[config.mk]
export PLATFORM = sky130hd
export DESIGN_NAME = utopia_tx_master
export DESIGN_NICKNAME = d
export VERILOG_FILES = /design/src/rtl/utx_pkg.sv /design/src/rtl/utx_poll_seq.sv /design/src/rtl/utx_cell_buf.sv /design/src/rtl/utx_sender.sv /design/src/rtl/utopia_tx_master.sv
export SDC_FILE = /design/constraint.sdc
export NUM_CORES = 1
export LEC_CHECK = 0
export ABC_AREA = 1
export BUFFER_PORTS_ARGS = -buffer_cell sky130_fd_sc_hd__buf_2
export CORE_ASPECT_RATIO = 0.7
export CORE_UTILIZATION = 55
export CTS_CLUSTER_DIAMETER = 60
export DETAILED_ROUTE_END_ITERATION = 16
export PLACE_DENSITY = 0.7
export SYNTH_ARGS = -nofsm -noshare
export SYNTH_HDL_FRONTEND = slang
export SYNTH_SLANG_ARGS = --single-unit
[constraint.sdc]
create_clock -name clk -period 5.9 [get_ports clk]
set_input_delay 1.18 -clock clk [delete_from_list [all_inputs] [get_ports clk]]
set_output_delay 1.18 -clock clk [all_outputs]
set_load 0.03 [all_outputs]
[src/rtl/utx_pkg.sv]
package utx_pkg;
  localparam int ADDR_W     = 5;
  localparam int BYTE_W     = 8;
  localparam int CELL_BYTES = 53;
  localparam int MASK_W     = 32;
  typedef logic [ADDR_W-1:0] phy_addr_t;
  localparam phy_addr_t NULL_ADDR = '1;
endpackage

[src/rtl/utx_poll_seq.sv]
module utx_poll_seq
  import utx_pkg::*;
#(
  parameter int NUM_PHY = 4
) (
  input  logic              clk,
  input  logic              rst,
  input  logic              clav,
  input  logic              cell_ok,
  input  logic [MASK_W-1:0] cand_mask,
  output phy_addr_t         ut_addr,
  output logic              sel_o
);
  localparam phy_addr_t LAST_IDX = phy_addr_t'(NUM_PHY - 1);

  phy_addr_t idx_q;      // next address in rotation
  phy_addr_t last_q;     // address driven in the last poll cycle
  logic      phase_q;    // 0: address cycle, 1: null cycle
  logic      last_vld_q;
  logic      sel_q;
  logic      take;

  // A detection is taken at the end of a null cycle only
  assign take = !sel_q && phase_q && last_vld_q && clav && cell_ok && cand_mask[last_q];

  always_ff @(posedge clk) begin
    if (rst) begin
      idx_q      <= '0;
      last_q     <= NULL_ADDR;
      phase_q    <= 1'b1;
      last_vld_q <= 1'b0;
      sel_q      <= 1'b0;
    end else begin
      sel_q <= take;
      if (sel_q) begin
        phase_q <= 1'b0;
      end else if (!phase_q) begin
        phase_q    <= 1'b1;
        last_q     <= idx_q;
        last_vld_q <= 1'b1;
        idx_q      <= (idx_q == LAST_IDX) ? '0 : idx_q + 1'b1;
      end else if (!take) begin
        phase_q <= 1'b0;
      end
    end
  end

  assign ut_addr = sel_q ? last_q : (phase_q ? NULL_ADDR : idx_q);
  assign sel_o   = sel_q;

  AST_NULL_FOLLOWS: assert property (@(posedge clk) disable iff (rst)
    (!sel_q && !phase_q) |=> (ut_addr == NULL_ADDR));
  AST_SEL_REPEAT: assert property (@(posedge clk) disable iff (rst)
    sel_q |-> ($past(clav) && ut_addr == $past(ut_addr, 2)));
  AST_SEL_IN_MASK: assert property (@(posedge clk) disable iff (rst)
    sel_q |-> cand_mask[ut_addr]);
endmodule

[src/rtl/utx_cell_buf.sv]
module utx_cell_buf
  import utx_pkg::*;
#(
  parameter int DATA_W   = BYTE_W,
  parameter int CELL_LEN = CELL_BYTES,
  parameter int NUM_PHY  = 4
) (
  input  logic                        clk,
  input  logic                        rst,
  input  logic                        s_valid,
  output logic                        s_ready,
  input  logic [DATA_W-1:0]           s_data,
  input  logic [NUM_PHY-1:0]          s_mask,
  input  logic [$clog2(CELL_LEN)-1:0] rd_idx,
  output logic [DATA_W-1:0]           rd_data,
  input  logic                        free_i,
  output logic                        full_o,
  output logic [NUM_PHY-1:0]          mask_o
);
  localparam int                  CNT_W = $clog2(CELL_LEN);
  localparam logic [CNT_W-1:0]    LAST  = CNT_W'(CELL_LEN - 1);

  logic [DATA_W-1:0]  mem [CELL_LEN];
  logic [CNT_W-1:0]   wr_q;
  logic               full_q;
  logic [NUM_PHY-1:0] mask_q;
  logic               accept;

  assign s_ready = !full_q;
  assign accept  = s_valid && !full_q;

  always_ff @(posedge clk) begin
    if (accept) mem[wr_q] <= s_data;
  end

  always_ff @(posedge clk) begin
    if (rst) begin
      wr_q   <= '0;
      full_q <= 1'b0;
      mask_q <= '0;
    end else begin
      if (accept) begin
        if (wr_q == '0) mask_q <= s_mask;
        if (wr_q == LAST) begin
          wr_q   <= '0;
          full_q <= 1'b1;
        end else begin
          wr_q <= wr_q + 1'b1;
        end
      end
      if (free_i) full_q <= 1'b0;
    end
  end

  assign rd_data = mem[rd_idx];
  assign full_o  = full_q;
  assign mask_o  = mask_q;

  AST_FREE_ONLY_FULL: assert property (@(posedge clk) disable iff (rst)
    free_i |-> full_q);
endmodule

[src/rtl/utx_sender.sv]
module utx_sender
  import utx_pkg::*;
#(
  parameter int CELL_LEN = CELL_BYTES
) (
  input  logic                        clk,
  input  logic                        rst,
  input  logic                        sel_i,
  output logic [$clog2(CELL_LEN)-1:0] rd_idx,
  output logic                        done_o,
  output logic                        busy_o,
  output logic                        ut_enb_n,
  output logic                        ut_soc,
  output logic                        ut_oe
);
  localparam int               CNT_W = $clog2(CELL_LEN);
  localparam logic [CNT_W-1:0] LAST  = CNT_W'(CELL_LEN - 1);

  logic             send_q;
  logic [CNT_W-1:0] cnt_q;

  always_ff @(posedge clk) begin
    if (rst) begin
      send_q <= 1'b0;
      cnt_q  <= '0;
    end else if (sel_i) begin
      send_q <= 1'b1;
      cnt_q  <= '0;
    end else if (send_q) begin
      if (cnt_q == LAST) begin
        send_q <= 1'b0;
        cnt_q  <= '0;
      end else begin
        cnt_q <= cnt_q + 1'b1;
      end
    end
  end

  assign rd_idx   = cnt_q;
  assign done_o   = send_q && (cnt_q == LAST);
  assign busy_o   = send_q;
  assign ut_enb_n = !(sel_i || send_q);
  assign ut_oe    = send_q;
  assign ut_soc   = send_q && (cnt_q == '0);

  AST_SOC_AFTER_SEL: assert property (@(posedge clk) disable iff (rst)
    sel_i |=> (ut_soc && ut_oe));
  AST_ENB_DURING_DATA: assert property (@(posedge clk) disable iff (rst)
    ut_oe |-> !ut_enb_n);
  AST_GAP_AFTER_CELL: assert property (@(posedge clk) disable iff (rst)
    done_o |=> ut_enb_n);
endmodule

[src/rtl/utopia_tx_master.sv]
module utopia_tx_master
  import utx_pkg::*;
#(
  parameter int NUM_PHY  = 4,
  parameter int DATA_W   = BYTE_W,
  parameter int CELL_LEN = CELL_BYTES
) (
  input  logic               clk,
  input  logic               rst,
  input  logic               src_valid,
  output logic               src_ready,
  input  logic [DATA_W-1:0]  src_data,
  input  logic [NUM_PHY-1:0] src_mask,
  input  logic               ut_clav,
  output logic [ADDR_W-1:0]  ut_addr,
  output logic               ut_enb_n,
  output logic [DATA_W-1:0]  ut_data,
  output logic               ut_soc,
  output logic               ut_oe
);
  localparam int CNT_W = $clog2(CELL_LEN);

  logic               sel;
  logic               busy;
  logic               done;
  logic               buf_full;
  logic [NUM_PHY-1:0] buf_mask;
  logic [MASK_W-1:0]  mask_ext;
  logic [CNT_W-1:0]   rd_idx;
  logic [DATA_W-1:0]  rd_data;
  logic               cell_ok;

  assign mask_ext = MASK_W'(buf_mask);
  assign cell_ok  = buf_full && !busy;

  utx_poll_seq #(.NUM_PHY(NUM_PHY)) u_poll (
    .clk(clk), .rst(rst), .clav(ut_clav), .cell_ok(cell_ok),
    .cand_mask(mask_ext), .ut_addr(ut_addr), .sel_o(sel)
  );

  utx_cell_buf #(.DATA_W(DATA_W), .CELL_LEN(CELL_LEN), .NUM_PHY(NUM_PHY)) u_buf (
    .clk(clk), .rst(rst), .s_valid(src_valid), .s_ready(src_ready),
    .s_data(src_data), .s_mask(src_mask), .rd_idx(rd_idx), .rd_data(rd_data),
    .free_i(done), .full_o(buf_full), .mask_o(buf_mask)
  );

  utx_sender #(.CELL_LEN(CELL_LEN)) u_send (
    .clk(clk), .rst(rst), .sel_i(sel), .rd_idx(rd_idx), .done_o(done),
    .busy_o(busy), .ut_enb_n(ut_enb_n), .ut_soc(ut_soc), .ut_oe(ut_oe)
  );

  assign ut_data = ut_oe ? rd_data : '0;

  AST_QUIET_BUS: assert property (@(posedge clk) disable iff (rst)
    !ut_oe |-> (ut_data == '0 && !ut_soc));
  AST_NO_TAKE_BUSY: assert property (@(posedge clk) disable iff (rst)
    (busy && !done) |=> ut_oe);
endmodule

==> results.yml <==
finish:
  nets: 1987
  final_common_cell: "nand2_1"
  seqCellArea_mm2: 0.01348
  final_cell_mix: "655 x nand2_1, 424 x edfxtp_1, 289 x nand3_1, 251 x inv_1, 136 x nor2_1"
  layout-drive-gt1-share_pct: 5.903
  multiInputGateArea_mm2: 0.004888
  fillCellCount: 2848
  n_antenna_cell: 0
  area_growth_pct: 9.333
critical_path:
  worst_r2r_endpoint: "u_buf.mem[38][3]"
  crit_path_end_kind: "primary output"
  rr_worst_depth: 5
  crit_fanout: 131
  crit_chain: "inv_6 -> buf_4 -> nand2_1 -> nand2_1 -> nand2_1 -> nand3_1 -> nand3_1 -> nand2_1 -> nand2_1 -> nand2_1 -> nor2_1 -> nor2_1 -> buf_2"
  endpoint: "ut_data[7]"
  arrival_ps: 3520
  regToRegSetupSlack_ps: 3190
  worst_path_largest_cell_delay_ps: 730
  cp.required_ps: 4720
  start_kind: "flip-flop"
  critPathMostFrequentCell: "nand2_1"
  slowest_stage: "inv_6"
  rr_startpoint: "u_buf.full_o"
  crit_type: "reg -> out"
run:
  drv_cap: 0
pwr:
  power.leakage_nw: 8.717
  clkPwrFrac_pct: 43.0
  swShare_pct: 20.27
  p_int_mw: 5.214
  pwr-share-seq_pct: 54.9
  power.density_mw_per_mm2: 302.7
  power_frac_comb_pct: 2.1
  ir_drop_mv: 0.2579
  power.switching_mw: 1.326
  power_mw: 6.540
clock_tree:
  post_cts_resized: 0
  cts_tree: "yes"
  clk_latency_ps: 570
  cts_root_buf: "clkbuf_16"
  cts.sink_count: 461
  clk_pin_slew_worst_paths_ps: 70
  cts_hold_buf: 0
  clock_path_buffers: 3
  cts_setup_buffers: 0
  cts_made_buffers: 43
  htreeDepth: 2
routing:
  drt_pass1_iterations: 6
  wirelength_um: 47650
  drc_errors: 0
  viasPerCell: 5.450
  drtIter0Drc: 1682
  num_vias: 13470
  wire_per_inst_um: 19.28
  ant_nets: 0
sta:
  fmaxAchievable_mhz: 212.7
  tns_ps: 0
  worst_slack_ps: 1198
  holdWs_ps: 479.4
  finalCritPeriodShare_pct: 79.69
  rsz0062_at_grt: "false"
  max_slew_margin_pct: 19.39
  setup_viol: 0
  tightestPinTransition_ps: 1209
  period_minus_slack_ps: 4702
  hold_viol: 0
  drv_slew: 0
  clock_skew_ps: 33.95
logic_synthesis:
  ys_async_sr_fraction_pct: 0
  synthesis.area_mm2: 0.01976
  synthCells: 1968
  yosys_warnings: 0
  ys.flop_type: "edfxtp_1"
  synth.net_count: 1989
  synthDistinctLibCells: 27
  synth_edf_count: 424
  synth-seq-cells: 461
  avgSynthCellArea_um2: 10.04
  seq_area_frac_synth_pct: 68.18
grt:
  grt_pass1_vias: 12750
  grt-ovfl-total: 0
  track_usage_pct: 26.61
  grt_first_pass_wirelength_um: 74340
  grt_max_degree: 173
  antenna_found_initial: 0
floorplan:
  die_h_um: 160.6
  start_util_pct: 56.43
  core-area_mm2: 0.03502
  die_w_um: 228.6
  rows: 57
  ios: 33
  dieArea_mm2: 0.03670
run_status:
  status: "completed"
placed_design:
  preCtsSetupSlack_ps: 1844
  routabilityCongestion: 0.9386
  io_buffers: 32
  dp_hpwl_um: 27700
min_path:
  whs_path_depth: 2
  holdCritPathClass: "reg -> reg"
cells in the mapped netlist (all sizes together) (10+ instances only):
cell type	count	area, um^2
nand2	655	2459
edfxtp	424	12730
nand3	289	1446
inv	254	953.4
nor2	137	516.8
buf	65	334.1
dfxtp	37	740.7
clkbuf	29	108.9
o21ai	24	120.1
a21oi	21	105.1
nor3	10	50.05
state kept, by name, summed over array words and instances, names as in the netlist, named ones only:
name and count:
u_buf.mem 424, u_buf.wr_q 6, u_send.rd_idx 6, u_poll.idx_q 5
u_poll.last_q 5, u_buf.mask_o 4, u_buf.full_o 1, u_poll.last_vld_q 1
u_poll.phase_q 1, u_poll.sel_o 1, u_send.busy_o 1
cell type report:
| cell class | instances | area share [%] |
|---|---|---|
| well taps | 472 | 2.733 |
| multi-input cells | 1158 | 22.63 |
| flip-flops and latches | 461 | 62.40 |
| inverters | 255 | 4.453 |
| clock inverters | 27 | 1.349 |
| clock buffers | 51 | 5.119 |
| repair buffers | 47 | 1.320 |
power groups by stage:
stage | sequential, mW | combinational, mW | clock, mW
6_report | 3.59 | 0.138 | 2.81
5_1_grt | 3.59 | 0.151 | 2.97
3_5_place_dp | 3.66 | 0.137 | 0
4_1_cts | 3.59 | 0.137 | 2.83
2_1_floorplan | 3.66 | 0.0521 | 0
3_3_place_gp | 3.66 | 0.133 | 0
routing by layer:
metal  global-route usage, %  vias up  share of wire (%)
met1                   41.25     6367                 45
li1                        -     6409                  -
met2                   37.54      625                 42
met4                   6.589        0                1.9
met3                   6.570       66                 11
met5                       0        -                  0
per-stage QoR:
step / std cells / util, % / cell area [um^2]
2_1_floorplan: 1968 / - / 19760
3_3_place_gp: 2393 / 57.71 / 20210
3_5_place_dp: 2393 / 57.71 / 20210
4_1_cts: 2471 / 61.70 / 21610
5_1_grt: 2471 / 61.70 / 21610
6_report: 2471 / 61.70 / 21610
worst min-delay path by stage:
stage                                 start  slack (ps)           endpoint
after floorplan           u_poll.last_vld_q         440  u_poll.last_vld_q
after global placement    u_poll.last_vld_q         450  u_poll.last_vld_q
after detailed placement  u_poll.last_vld_q         460  u_poll.last_vld_q
after CTS                 u_poll.last_vld_q         480  u_poll.last_vld_q
after global routing      u_poll.last_vld_q         500  u_poll.last_vld_q
final                     u_poll.last_vld_q         480  u_poll.last_vld_q
worst max-delay path: cells and delay by family (launching register included):
kind / cells / cell delay (ps)
buf+inv: 3 / 1340
simple gates: 10 / 990
flops: 1 / 480
cell families after synthesis:
kind of cell | Yosys count | synth area share [%]
xor gates and xnor gates | 6 | 0.2659
adders and majority gates | 5 | 0.3166
and+or+nand+nor | 1098 | 22.86
DFF | 461 | 68.18
AOI/OAI and AO/OA | 49 | 1.298
buffers and inverters | 349 | 7.085
(Power assumes the default switching activity.)
